==> config.mk <==
export PLATFORM = sky130hd
export DESIGN_NAME = lfsr_raster_timing
export DESIGN_NICKNAME = d
export VERILOG_FILES = /design/src/rtl/lrt_pkg.sv /design/src/rtl/lrt_regfile.sv /design/src/rtl/lrt_window.sv /design/src/rtl/lrt_axis.sv /design/src/rtl/lfsr_raster_timing.sv
export SDC_FILE = /design/constraint.sdc
export NUM_CORES = 1
export LEC_CHECK = 0
export BUFFER_PORTS_ARGS = -buffer_cell sky130_fd_sc_hd__buf_2
export CELL_PAD_IN_SITES_DETAIL_PLACEMENT = 1
export CELL_PAD_IN_SITES_GLOBAL_PLACEMENT = 2
export CORE_MARGIN = 2
export CORE_UTILIZATION = 46
export CTS_CLUSTER_DIAMETER = 80
export DETAILED_ROUTE_END_ITERATION = 10
export PLACE_DENSITY = 0.92
export SLEW_MARGIN = 20
export SYNTH_ARGS = -nofsm -noshare
export SYNTH_HDL_FRONTEND = slang
export SYNTH_SLANG_ARGS = --single-unit
==> constraint.sdc <==
create_clock -name clk -period 14.65 [get_ports clk]
set_input_delay 0.7325 -clock clk [delete_from_list [all_inputs] [get_ports clk]]
set_output_delay 0.7325 -clock clk [all_outputs]
set_load 0.02 [all_outputs]
==> src/rtl/lrt_pkg.sv <==
package lrt_pkg;
  localparam int LFSR_W = 16;
  localparam int BYTE_W = LFSR_W / 2;
  localparam int IDX_W  = 8;

  localparam logic [LFSR_W-1:0] SEED = '1;
  // feedback taps: bits 15, 4, 2, 1
  localparam logic [LFSR_W-1:0] TAPS = 16'h8016;

  // byte indices: high byte at index, low byte at index+1 (pixel clock reversed)
  localparam logic [IDX_W-1:0] IX_COL_ON  = 8'h01;
  localparam logic [IDX_W-1:0] IX_COL_OFF = 8'h03;
  localparam logic [IDX_W-1:0] IX_ROW_ON  = 8'h05;
  localparam logic [IDX_W-1:0] IX_ROW_OFF = 8'h07;
  localparam logic [IDX_W-1:0] IX_LINE_END = 8'h09;
  localparam logic [IDX_W-1:0] IX_HS_ON   = 8'h0B;
  localparam logic [IDX_W-1:0] IX_HS_OFF  = 8'h0D;
  localparam logic [IDX_W-1:0] IX_WIDTH   = 8'h0F;
  localparam logic [IDX_W-1:0] IX_FRAME_END = 8'h11;
  localparam logic [IDX_W-1:0] IX_VS_ON   = 8'h13;
  localparam logic [IDX_W-1:0] IX_VS_OFF  = 8'h15;
  localparam logic [IDX_W-1:0] IX_HEIGHT  = 8'h17;
  localparam logic [IDX_W-1:0] IX_PCLK    = 8'h1B;

  typedef logic [LFSR_W-1:0] word_t;

  typedef struct packed {
    word_t col_on;
    word_t col_off;
    word_t row_on;
    word_t row_off;
    word_t line_end;
    word_t hs_on;
    word_t hs_off;
    word_t width;
    word_t frame_end;
    word_t vs_on;
    word_t vs_off;
    word_t height;
    word_t pclk;
  } cfg_t;

  function automatic word_t lfsr_next(word_t s);
    return {s[LFSR_W-2:0], ^(s & TAPS)};
  endfunction
endpackage

==> src/rtl/lrt_regfile.sv <==
module lrt_regfile
  import lrt_pkg::*;
(
  input  logic              clk,
  input  logic              rst_n,
  input  logic              wr_en,
  input  logic [IDX_W-1:0]  wr_index,
  input  logic [BYTE_W-1:0] wr_data,
  output cfg_t              cfg
);
  localparam logic [IDX_W-1:0] ONE = 1;

  cfg_t cfg_q;
  cfg_t cfg_d;

  always_comb begin
    cfg_d = cfg_q;
    case (wr_index)
      IX_COL_ON:            cfg_d.col_on[LFSR_W-1:BYTE_W]    = wr_data;
      IX_COL_ON + ONE:      cfg_d.col_on[BYTE_W-1:0]         = wr_data;
      IX_COL_OFF:           cfg_d.col_off[LFSR_W-1:BYTE_W]   = wr_data;
      IX_COL_OFF + ONE:     cfg_d.col_off[BYTE_W-1:0]        = wr_data;
      IX_ROW_ON:            cfg_d.row_on[LFSR_W-1:BYTE_W]    = wr_data;
      IX_ROW_ON + ONE:      cfg_d.row_on[BYTE_W-1:0]         = wr_data;
      IX_ROW_OFF:           cfg_d.row_off[LFSR_W-1:BYTE_W]   = wr_data;
      IX_ROW_OFF + ONE:     cfg_d.row_off[BYTE_W-1:0]        = wr_data;
      IX_LINE_END:          cfg_d.line_end[LFSR_W-1:BYTE_W]  = wr_data;
      IX_LINE_END + ONE:    cfg_d.line_end[BYTE_W-1:0]       = wr_data;
      IX_HS_ON:             cfg_d.hs_on[LFSR_W-1:BYTE_W]     = wr_data;
      IX_HS_ON + ONE:       cfg_d.hs_on[BYTE_W-1:0]          = wr_data;
      IX_HS_OFF:            cfg_d.hs_off[LFSR_W-1:BYTE_W]    = wr_data;
      IX_HS_OFF + ONE:      cfg_d.hs_off[BYTE_W-1:0]         = wr_data;
      IX_WIDTH:             cfg_d.width[LFSR_W-1:BYTE_W]     = wr_data;
      IX_WIDTH + ONE:       cfg_d.width[BYTE_W-1:0]          = wr_data;
      IX_FRAME_END:         cfg_d.frame_end[LFSR_W-1:BYTE_W] = wr_data;
      IX_FRAME_END + ONE:   cfg_d.frame_end[BYTE_W-1:0]      = wr_data;
      IX_VS_ON:             cfg_d.vs_on[LFSR_W-1:BYTE_W]     = wr_data;
      IX_VS_ON + ONE:       cfg_d.vs_on[BYTE_W-1:0]          = wr_data;
      IX_VS_OFF:            cfg_d.vs_off[LFSR_W-1:BYTE_W]    = wr_data;
      IX_VS_OFF + ONE:      cfg_d.vs_off[BYTE_W-1:0]         = wr_data;
      IX_HEIGHT:            cfg_d.height[LFSR_W-1:BYTE_W]    = wr_data;
      IX_HEIGHT + ONE:      cfg_d.height[BYTE_W-1:0]         = wr_data;
      // pixel clock: low byte first
      IX_PCLK:              cfg_d.pclk[BYTE_W-1:0]           = wr_data;
      IX_PCLK + ONE:        cfg_d.pclk[LFSR_W-1:BYTE_W]      = wr_data;
      default: ;
    endcase
  end

  always_ff @(posedge clk or negedge rst_n) begin
    if (!rst_n) begin
      cfg_q <= '0;
    end else if (wr_en) begin
      cfg_q <= cfg_d;
    end
  end

  assign cfg = cfg_q;
endmodule

==> src/rtl/lrt_window.sv <==
module lrt_window #(
  parameter int W = 16
) (
  input  logic         clk,
  input  logic         rst_n,
  input  logic         step,
  input  logic [W-1:0] state,
  input  logic [W-1:0] on_val,
  input  logic [W-1:0] off_val,
  output logic         active
);
  logic hit_on;
  logic hit_off;
  logic flag_q;
  logic flag_d;

  always_comb begin
    hit_on  = (state == on_val);
    hit_off = (state == off_val);
    // on-match wins; off-match ends the window at this position
    active  = hit_on | (flag_q & ~hit_off);
    flag_d  = active;
  end

  always_ff @(posedge clk or negedge rst_n) begin
    if (!rst_n) begin
      flag_q <= 1'b0;
    end else if (step) begin
      flag_q <= flag_d;
    end
  end
endmodule

==> src/rtl/lrt_axis.sv <==
module lrt_axis
  import lrt_pkg::*;
#(
  parameter int NWIN = 2
) (
  input  logic                         clk,
  input  logic                         rst_n,
  input  logic                         step,
  input  logic [LFSR_W-1:0]            end_val,
  input  logic [NWIN-1:0][LFSR_W-1:0]  win_on,
  input  logic [NWIN-1:0][LFSR_W-1:0]  win_off,
  output logic [LFSR_W-1:0]            state,
  output logic                         at_end,
  output logic [NWIN-1:0]              win_active
);
  word_t state_q;
  word_t state_d;

  always_comb begin
    at_end  = (state_q == end_val);
    state_d = at_end ? SEED : lfsr_next(state_q);
  end

  always_ff @(posedge clk or negedge rst_n) begin
    if (!rst_n) begin
      state_q <= SEED;
    end else if (step) begin
      state_q <= state_d;
    end
  end

  assign state = state_q;

  for (genvar gi = 0; gi < NWIN; gi++) begin : g_win
    lrt_window #(.W(LFSR_W)) u_win (
      .clk     (clk),
      .rst_n   (rst_n),
      .step    (step),
      .state   (state_q),
      .on_val  (win_on[gi]),
      .off_val (win_off[gi]),
      .active  (win_active[gi])
    );
  end
endmodule

==> src/rtl/lfsr_raster_timing.sv <==
module lfsr_raster_timing
  import lrt_pkg::*;
(
  input  logic              clk,
  input  logic              rst_n,
  input  logic              wr_en,
  input  logic [IDX_W-1:0]  wr_index,
  input  logic [BYTE_W-1:0] wr_data,
  output logic              hsync,
  output logic              vsync,
  output logic              de,
  output logic              frame_start,
  output logic [LFSR_W-1:0] cfg_hpix,
  output logic [LFSR_W-1:0] cfg_vpix,
  output logic [LFSR_W-1:0] cfg_pclk
);
  localparam int NWIN    = 2;
  localparam int WIN_SYN = 0;
  localparam int WIN_DSP = 1;

  // reset: asserted asynchronously, released on clk
  logic rst_meta;
  logic rst_sync_n;

  always_ff @(posedge clk or negedge rst_n) begin
    if (!rst_n) begin
      rst_meta   <= 1'b0;
      rst_sync_n <= 1'b0;
    end else begin
      rst_meta   <= 1'b1;
      rst_sync_n <= rst_meta;
    end
  end

  cfg_t cfg;

  lrt_regfile u_regs (
    .clk      (clk),
    .rst_n    (rst_sync_n),
    .wr_en    (wr_en),
    .wr_index (wr_index),
    .wr_data  (wr_data),
    .cfg      (cfg)
  );

  word_t h_state, v_state;
  word_t line_end, frame_end, hs_on, hs_off, vs_on, vs_off, col_on, col_off;
  logic  h_at_end, v_at_end;
  logic [NWIN-1:0] h_win, v_win;
  logic [NWIN-1:0][LFSR_W-1:0] h_on, h_off, v_on, v_off;

  always_comb begin
    line_end  = cfg.line_end;
    frame_end = cfg.frame_end;
    hs_on     = cfg.hs_on;
    hs_off    = cfg.hs_off;
    vs_on     = cfg.vs_on;
    vs_off    = cfg.vs_off;
    col_on    = cfg.col_on;
    col_off   = cfg.col_off;
    h_on[WIN_SYN]  = cfg.hs_on;
    h_off[WIN_SYN] = cfg.hs_off;
    h_on[WIN_DSP]  = cfg.col_on;
    h_off[WIN_DSP] = cfg.col_off;
    v_on[WIN_SYN]  = cfg.vs_on;
    v_off[WIN_SYN] = cfg.vs_off;
    v_on[WIN_DSP]  = cfg.row_on;
    v_off[WIN_DSP] = cfg.row_off;
  end

  lrt_axis #(.NWIN(NWIN)) u_hax (
    .clk        (clk),
    .rst_n      (rst_sync_n),
    .step       (1'b1),
    .end_val    (line_end),
    .win_on     (h_on),
    .win_off    (h_off),
    .state      (h_state),
    .at_end     (h_at_end),
    .win_active (h_win)
  );

  lrt_axis #(.NWIN(NWIN)) u_vax (
    .clk        (clk),
    .rst_n      (rst_sync_n),
    .step       (h_at_end),
    .end_val    (frame_end),
    .win_on     (v_on),
    .win_off    (v_off),
    .state      (v_state),
    .at_end     (v_at_end),
    .win_active (v_win)
  );

  logic fs_q;
  logic fs_d;

  always_comb begin
    fs_d = h_at_end & v_at_end;
  end

  always_ff @(posedge clk or negedge rst_sync_n) begin
    if (!rst_sync_n) begin
      fs_q <= 1'b0;
    end else begin
      fs_q <= fs_d;
    end
  end

  assign hsync       = h_win[WIN_SYN];
  assign vsync       = v_win[WIN_SYN];
  assign de          = h_win[WIN_DSP] & v_win[WIN_DSP];
  assign frame_start = fs_q;
  assign cfg_hpix    = cfg.width;
  assign cfg_vpix    = cfg.height;
  assign cfg_pclk    = cfg.pclk;
endmodule

==> impl_results.md, run 1 <==
* Worst hold path type: flip-flop to asynchronous set/reset pin
* First-pass GRT wire length at 44800 um
* Routed Antenna Nets at 0
* Die Y at 163 um
* FILL cells at 2558
* Syn Area/Cell at 13.1 um2
* Adder-cell share of the synthesized area at 0
* Setup Skew at 0.0132 ns
* Unique cell type count in the Yosys netlist at 34
* Area taken by multi-input logic gates at 4760 um2
* DR vias/cell at 5.46
* CP max FO at 7
* Cell accounting for the most synthesized area: dfrtp_1
* Die width at between 150 and 200 um
* DR iter-0 viols at 358
* DRC violations left at 0
* CP required at 13.92 ns
* Post-Synthesis Cells at 886
* Top post-synthesis cells by area: dfrtp_1 46%, mux2_2 20%, xor2_1 8.0%
* XOR/XNOR Fraction of Synth Area at 0.125
* IO Port Bufs at 70
* FF-to-FF Start: u_hax.state[13]
* Grt total ovfl at 0
* RSZ-0062 raised after global routing: no
* Reg clk slew, reported paths at 0.06 ns
* Post-Syn Area at 11600 um2
* Top-count cell post-synth: dfrtp_1
* R2R cell count at 5
* Number of flops mapped to enable cells by yosys at 0
* Setup TNS at 0 ns
* Critical Path AT at 2.50 ns
* Largest family of logic cells by synthesized area: multiplexers
* CP bufs+invs at 1
* Initial antenna violation count at 0
* Combinational Power Share at 0.126
* Final nets at 900
* # setup viols final at 0
* Flop2flop setup slack at 12.01 ns
* Clk buf depth at 3
* Die footprint at 26600 um2
* Peak VDD IR at 0.000105 V
* Htree depth at 1
* Clk_lat worst skew at 0.53 ns
* CTS tree: yes
* Post-CTS sizing at 0
* Post-synth top area share at 0.463
* Post-detail-place hpwl at about 18000 um
* Critical Path Sink Type: output pin
* Rows at slightly below 60
* Switching Fraction at 0.279
* Reg power frac at 0.488
* Largest net degree at the start of global routing at 83
* FMAX at 0.309 GHz
* Max-Cap Viols at 0
* Slew Limit Fails at 0
* Worst path depth at 5
* Total global-route track usage at 0.222
* Gpl congestion at 0.793
* Worst hold slack at around 0.23 ns
* Share of the yosys chip area belonging to registers at 0.535
* Post-synth top cells: 215 x dfrtp_1, 202 x mux2_2, 106 x xor2_1, 60 x xnor2_1, 49 x buf_4
* Pwr Total at 1.79 mW
* Drt pass-1 iters at 4
* Status: completed
* Async S/R FF share, synth at 1.00
* Sw Pwr at 0.499 mW
* Max-slew headroom at 0.356
* Worst Tran Pin Value at 0.966 ns
* Core Area at 25000 um2
* Warnings from Yosys at 0
* Internal Pwr Total at 1.29 mW
* CP cell instances: xnor2_1 -> nand4_1 -> o41ai_1 -> a22oi_1 -> buf_2
* Layout cells sized above 1 at 0.403
* Multiplexer area fraction after synthesis at 0.214
* Seq cells post-synth at 247
* Boundary Pins at just over 70
* Starting Density at 0.466
* Mapped Nets at 905
* Avg WL per Cell at between 20 and 25 um
* Vias in the first global route at about 7.5k
* Compound-Gate Fraction of Synth Area at 0.00484
* Min Clock Period, post-route at ~3.2 ns
* CTS Buf Count at 26
* Clk root buf: clkbuf_16
* CP peak stage delay at between 0.7 and 0.8 ns
* Storage cell area at 6220 um2
* Simple-gate share of the synthesized area at 0.0648
* Vias at 6710
* ANT cells at 0
* Pwr Density at ~140 nW/um2
* Slowest CP cell: dfstp_2
* Setup WS pre-CTS at 11.87 ns
* Family with the most delay on the worst path: flip-flops
* FF-to-FF End: u_vax.state[0]
* Ys flop type: dfrtp_1
* Worst Setup Slack, final at 11.42 ns
* CP Launch Type: flip-flop
* Clock power frac at 0.387
* Tcrit/Tclk final at 0.221
* Final hold vios at 0
* Leak at approximately 6 nW
* Drt total wl at 28500 um
* CTS Sinks at 247
* Syn-to-layout area delta at 9.30%
* Worst Path Class, Setup: flip-flop to output pin
==> metrics by stage <==
| stage | instance area (um2) | instances | util |
|---|---|---|---|
| 6_report | 12700 | 1230 | 0.509 |
| 5_1_grt | 12700 | 1230 | 0.509 |
| 4_1_cts | 12700 | 1230 | 0.509 |
| 3_5_place_dp | 11800 | 1182 | 0.472 |
| 3_3_place_gp | 11800 | 1182 | 0.472 |
| 2_1_floorplan | 11600 | 886 | - |
==> worst max path at each step <==
| stage | start | end |
|---|---|---|
| 2_1_floorplan | rst_sync_n | frame_start |
| 3_3_place_gp | wr_index[5] | u_regs.cfg[26] |
| 3_5_place_dp | wr_index[4] | u_regs.cfg[110] |
| 4_1_cts | u_vax.state[4] | de |
| 5_1_grt | u_vax.state[2] | de |
| 6_report | u_hax.state[2] | de |
==> power by group through the flow <==
stage          clock network [mW]  logic [mW]  registers [mW]
2_1_floorplan                   0       0.245           0.790
3_3_place_gp                    0       0.213           0.880
3_5_place_dp                    0       0.222           0.883
4_1_cts                     0.707       0.227           0.871
5_1_grt                     0.730       0.249           0.879
6_report                    0.692       0.225           0.873
==> cell type report <==
class / count / area share
timing repair buffer: 75 / 0.0310
inverter: 1 / 0.000296
clock buffer: 40 / 0.0618
clock inverter: 7 / 0.00965
tap: 330 / 0.0325
multi-input combinational: 530 / 0.375
sequential: 247 / 0.490
==> flip-flops by register name (all words and copies together) (netlist names) <==
name                      cells
rst_meta                      1
rst_sync_n                    1
u_hax.state                  16
u_vax.state                  16
u_regs.cfg                  208
frame_start                   1
u_hax.g_win.u_win.flag_q      2
u_vax.g_win.u_win.flag_q      2
==> layer usage <==
metal	global-route usage	vias to the layer above	wire length (um)	share of wire
met5	0	-	0	0
met4	0.0475	0	428	0.015
met3	0.0331	34	1120	0.039
met2	0.373	126	13900	0.49
met1	0.307	3603	13000	0.46
li1	-	2947	-	-
==> placed cells by master (no fill, tap or decap), types with 2 or more instances in the layout <==
cell       instances
buf_2             70
buf_4              3
bufinv_16          3
clkbuf_1           7
clkbuf_16         27
clkbuf_8           6
dfrtp_1          214
dfstp_2           32
mux2_1             6
mux2_2           202
mux2i_1           15
nand2_1           37
nand2b_1          17
nand3_1            6
nand4_1           21
nor2_1             5
nor2_2             9
nor2b_1            2
nor3_1             2
nor4_1            26
o211ai_1           3
o41ai_1            3
xnor2_1           60
xor2_1           106
==> kinds of logic (layout without fill, tap and decap cells) <==
kind of cell	Yosys count	after routing
mux	223	223
simple gates	133	133
compound gates	7	7
flops	247	247
buf+inv	109	123
xor+xnor	166	166
other cells	1	1
==> repair_timing <==
action,4_1_cts,5_1_grt
hold endpoints to repair,2,0
endpoints found under the setup margin,0,0
buffers inserted,0,0
hold buffers,1,0
Power figures use the tool's default switching activity.
==> inputs of run 2 (changes only) <==
CORE_UTILIZATION = 39   (was 46)
PLACE_DENSITY = 0.84   (was 0.92)
clock period = 2.95 ns   (was 14.65 ns; I/O delays follow)
==> run 2 against run 1 <==
Wire length grew 1.7%. Largest cell class unchanged. Setup slack worse by 11 ns. Register-to-register slack worse by 12 ns. Total power rose to 4.8 times the previous value. Clock skew grew 0.0018 ns. Sequential share of layout area shrank 0.28 points. Cell count is 5.5% higher. Critical path depth unchanged.
==> impl_results.md, run 2 (same netlist as run 1, synthesis figures left out) <==
* Post-CTS Setup Repair Bufs at 0
* Max Used Layer: met4
* Boundary Pins at roughly 70
* Max-slew headroom at 0.468
* Final hold vios at 0
* Drt total wl at 29000 um
* Wl on met1 at 14200 um
* Switching Fraction at 0.279
* Worst Path Class, Setup: flip-flop to output pin
* Pwr Total at 8.52 mW
* Post-CTS sizing at 0
* Min Clock Period, post-route at between 2 and 3 ns
* Setup TNS at 0 ns
* Reg clk slew, reported paths at 0.06 ns
* Critical Path Sink Type: output pin
* Vias at 6765
* Rows at 63
* R2R cell count at 5
* Die width at about 180 um
* Placed cell area at about 12000 um2
* Die Y at 177 um
* DRC violations left at 0
* Flop2flop setup slack at 0.36 ns
* Worst Hold End: u_regs.cfg[42]
* Max-Cap Viols at 0
* First-pass GRT wire length at 45400 um
* Slew Limit Fails at 0
* Initial antenna violation count at 0
* Clk buf depth at 3
* Clock power frac at 0.368
* IO Port Bufs at 70
* Gpl congestion at 0.815
* Largest register FFs at around 210
* Sw Pwr at approximately 2.4 mW
* Internal Pwr Total at 6.14 mW
* Met3 wire length at slightly above 1000 um
* CP Launch Type: flip-flop
* FF-to-FF End: u_vax.state[0]
* CTS Sinks at roughly 250
* Critical Path AT at 2.66 ns
* CP max FO at 7
* Clk_lat worst skew at ~0.53 ns
* Syn-to-layout area delta at 9.93%
* DR vias/cell at around 5.2
* Leak at 6.18 nW
* FMAX at approximately 0.36 GHz
* Core Area at between 20000 and 30000 um2
* Drt pass-1 iters at 4
* CP required at about 2.8 ns
* RSZ-0062 raised after global routing: no
* Most common cell after layout, fill and taps aside: dfrtp_1
* FILL cells at approximately 3k
* Hold Crit Depth at 3
* Avg WL per Cell at around 22 um
* Met2 routed WL at 13100 um
* Grt total ovfl at 0
* # setup viols final at 0
* Routed Antenna Nets at 0
* Worst Tran Pin Value at 0.791 ns
* Htree depth at 1
* FF-to-FF Start: u_hax.state[1]
* Worst hold path type: input port to flip-flop
* Reg power frac at 0.496
* Hold_buf cts at 2
* Final Instance Area at between 10000 and 15000 um2
* Combinational Power Share at 0.137
* Clk root buf: clkbuf_16
* Starting Density at 0.394
* ANT cells at 0
* Layout cells sized above 1 at 0.405
* Peak VDD IR at 0.000441 V
* Final nets at around 910
* Setup Skew at 0.0150 ns
* Pwr Density at about 670 nW/um2
* DR iter-0 viols at 259
* Post-detail-place hpwl at approximately 19000 um
* Tcrit/Tclk final at 0.951
* Largest net degree at the start of global routing at 58
* HP Start: wr_index[1]
* Die footprint at 31200 um2
* CTS Buf Count at 26
* Vias in the first global route at 7348
* CTS tree: yes
* Most frequent cells in the layout: 214 x dfrtp_1, 202 x mux2_2, 106 x xor2_1, 70 x buf_2, 60 x xnor2_1
* Status: completed
* Total global-route track usage at 0.190
run 2: power by group through the flow:
stage	logic [mW]	registers (mW)	clock network, mW
4_1_cts	1.18	4.22	3.20
6_report	1.16	4.22	3.13
5_1_grt	1.28	4.26	3.32
3_5_place_dp	1.16	4.27	0
3_3_place_gp	1.15	4.25	0
2_1_floorplan	1.22	3.92	0
run 2: per-stage QoR:
step	hold slack [ns]	utilization	worst slack (ns)	std cells
final	0.144	0.433	0.146	1298
after global routing	0.142	0.433	0.131	1298
after CTS	0.125	0.433	0.201	1298
after detailed placement	-0.0654	0.405	0.395	1248
after global placement	-0.0663	0.405	0.434	1248
after floorplan	-0.148	-	0.483	886
run 2: how the worst max path moves through the flow:
stage,startpoint,to,slack (ns),depth (start not counted)
floorplan,rst_sync_n,frame_start,0.48,0
global placement,u_hax.state[1],u_vax.state[0],0.43,5
detailed placement,u_hax.state[1],u_vax.state[0],0.40,5
CTS,u_vax.state[13],de,0.20,5
global route,u_vax.state[14],de,0.13,5
finish,u_vax.state[14],de,0.15,5
run 2: per-layer routing:
| metal | GRT usage | vias up |
|---|---|---|
| li1 | - | 2982 |
| met1 | 0.277 | 3622 |
| met2 | 0.301 | 118 |
| met3 | 0.0256 | 43 |
| met4 | 0.0472 | 0 |
| met5 | 0 | - |
run 2: area by class of cell:
cell class | count | area, um2 | share of cell area
repair buffers | 82 | 483 | 0.0378
flip-flops and latches | 247 | 6220 | 0.487
clock buffers | 41 | 778 | 0.0609
multi-input cells | 530 | 4760 | 0.373
well taps | 390 | 488 | 0.0382
clock inverters | 7 | 37.5 | 0.00294
inverters | 1 | 3.75 | 0.000294
run 2: critical path, stage by stage, from the launching register on:
cell,delay [ns]
dfstp_2,0.66
xor2_1,0.10
nor4_1,0.59
nand4_1,0.22
a22oi_1,0.33
buf_2,0.25
==> inputs of run 3 (changes only) <==
==> constraint.sdc (replaced) <==
create_clock -name clk -period 2.4 [get_ports clk]
set_input_delay 0.48 -clock clk [delete_from_list [all_inputs] [get_ports clk]]
set_output_delay 0.48 -clock clk [all_outputs]
set_load 0.02 [all_outputs]
==> run 3 against run 2 <==
The run now ends with setup timing left. Hold slack improved by 0.13 ns. Setup slack got worse by 0.52 ns. First-iteration DRC count up 24%. Clock-buffer cell count is 8 lower. Cell count rose by 6.6%. Clock power up 39%. Via count grew 5.3%. Wire length grew 8.9%. Critical path depth is 1 higher. Non-clock buffer count rose by 86. Die area stayed put. Critical endpoint unchanged. Largest power group unchanged.
==> impl_results.md, run 3 (same netlist as run 1, synthesis figures left out) <==
* Met3 wire length at 1380 um
* Final hold vios at 0
* Combinational Power Share at 0.202
* Switching Fraction at 0.286
* Worst Path Class, Setup: flip-flop to output pin
* Clk buf depth at 3
* Avg WL per Cell at 22.8 um
* Reg power frac at 0.428
* Vias in the first global route at 7840
* Most common cell after layout, fill and taps aside: dfrtp_1
* Post-detail-place hpwl at 19300 um
* FMAX at ~0.36 GHz
* CTS Buf Count at 26
* Failing checks: setup timing
* Rows at 63
* Boundary Pins at between 70 and 80
* Tcrit/Tclk final at 1.16
* Drt pass-1 iters at 4
* Setup crit start: u_hax.state[13]
* Slew Limit Fails at 0
* CTS Sinks at ~250
* IO Port Bufs at 70
* Starting Density at 0.394
* First-pass GRT wire length at 48100 um
* Layout cells sized above 1 at 0.489
* Clock power frac at 0.370
* Clk_lat worst skew at roughly 0.54 ns
* Die footprint at between 30000 and 40000 um2
* FF-to-FF Start: u_hax.state[3]
* Critical Path AT at 2.30 ns
* Htree depth at 1
* RSZ-0062 raised after global routing: yes
* Final core occ at 0.471
* CTS tree: yes
* Wl on met1 at 14200 um
* Setup Skew at between 0.01 and 0.015 ns
* Pwr Total at between 10 and 15 mW
* CP max FO at 3
* Met2 routed WL at 15200 um
* DRC violations left at 0
* CP required at ~1.9 ns
* ANT cells at 0
* Die Y at 177 um
* Critical Path Sink Type: output pin
* Pwr Density at about 850 nW/um2
* Vias at 7125
* Syn-to-layout area delta at 19.5%
* Routed Antenna Nets at 0
* Total global-route track usage at 0.202
* Initial antenna violation count at 0
* Core Area at 29500 um2
* DR iter-0 viols at 320
* Gpl congestion at 0.800
* Largest net degree at the start of global routing at 50
* Sw Pwr at around 3.4 mW
* Worst Setup Slack, final at -0.379 ns
* Die width at roughly 180 um
* Max-slew headroom at 0.456
* Largest register FFs at 208
* CP Launch Type: flip-flop
* Min Clock Period, post-route at 2.78 ns
* Worst hold slack at 0.276 ns
* DR vias/cell at just over 5
* Status: complete, but fails checks
* Most frequent cells in the layout: 214 x dfrtp_1, 202 x mux2_2, 104 x xor2_1, 67 x buf_2, 66 x buf_4
* Grt total ovfl at 0
* Peak VDD IR at 0.000568 V
* Worst Tran Pin Value at 0.816 ns
* Reg clk slew, reported paths at 0.06 ns
* # setup viols final at 3
* Clk root buf: clkbuf_16
* Max Used Layer: met4
* Internal Pwr Total at 8.38 mW
* Max-Cap Viols at 0
* Leak at roughly 6.8 nW
* Drt total wl at 31500 um
* Worst hold path type: input port to asynchronous set/reset pin
* Final nets at 993
-- run 3: cell count changes in the layout (fill, tap and decap cells not counted), moves of 4 or more --
cell,change
buf_4,+59
nor4_2,+12
bufinv_16,+5
xnor2_1,-7
clkbuf_1,-4
buf_12,+5
xnor2_2,+6
nor4_1,-12
buf_6,+26
clkbuf_8,-4
-- run 3: repair_timing --
item                                    in CTS  in global routing
hold endpoints to repair                     2                  0
pin swaps                                   16                 25
gates resized for setup                     26                 35
buffers inserted                            36                 15
endpoints found under the setup margin       3                 20
hold buffers                                 1                  0
-- run 3: routing by layer --
metal  up-vias  global-route usage
met5         -                   0
met4         0              0.0613
met3        47              0.0314
met2       144               0.334
met1      3794               0.275
li1       3140                   -
-- run 3: cell type report --
cell class	count	area, um2
clock buffers	33	708
clock inverters	15	209
fillers	3028	15600
inverters	1	3.75
multi-input cells	530	4960
flip-flops and latches	247	6220
well taps	390	488
repair buffers	168	1290
-- run 3: worst paths after layout --
check / endpoint / slack (ns) / depth (start not counted)
max in group asynchronous: u_vax.state[11] / 1.28 / 1
max reg2reg: u_vax.state[4] / 0.07 / 9
max: de / -0.38 / 6
min reg2reg: rst_sync_n / 0.35 / 0
min: rst_sync_n / 0.28 / 2
min in group clk: rst_sync_n / 0.35 / 0
-- run 3: power by group through the flow --
stage | Combinational [mW] | Sequential, mW | Clock (mW)
floorplan | 1.50 | 4.82 | 0
global placement | 1.51 | 5.26 | 0
detailed placement | 1.55 | 5.27 | 0
CTS | 2.11 | 5.02 | 4.41
global route | 2.52 | 5.06 | 4.57
finish | 2.37 | 5.02 | 4.34
-- run 3: worst max-delay path: stages, from the launching register on --
cell and delay, ns:
dfstp_2 0.59, buf_12 0.14, xnor2_4 0.12, nand4_1 0.20
o41ai_4 0.39, a22oi_2 0.17, buf_6 0.16
-- run 3: per-stage QoR --
step | instances | instance area, um2 | setup TNS, ns | setup WS [ns]
6_report | 1384 | 13900 | -0.871 | -0.379
5_1_grt | 1384 | 13900 | -1.12 | -0.405
4_1_cts | 1369 | 13600 | -0.892 | -0.402
3_5_place_dp | 1284 | 12200 | 0 | 0.000712
3_3_place_gp | 1284 | 12200 | 0 | 0.0578
2_1_floorplan | 886 | 11600 | -14.35 | -0.0674
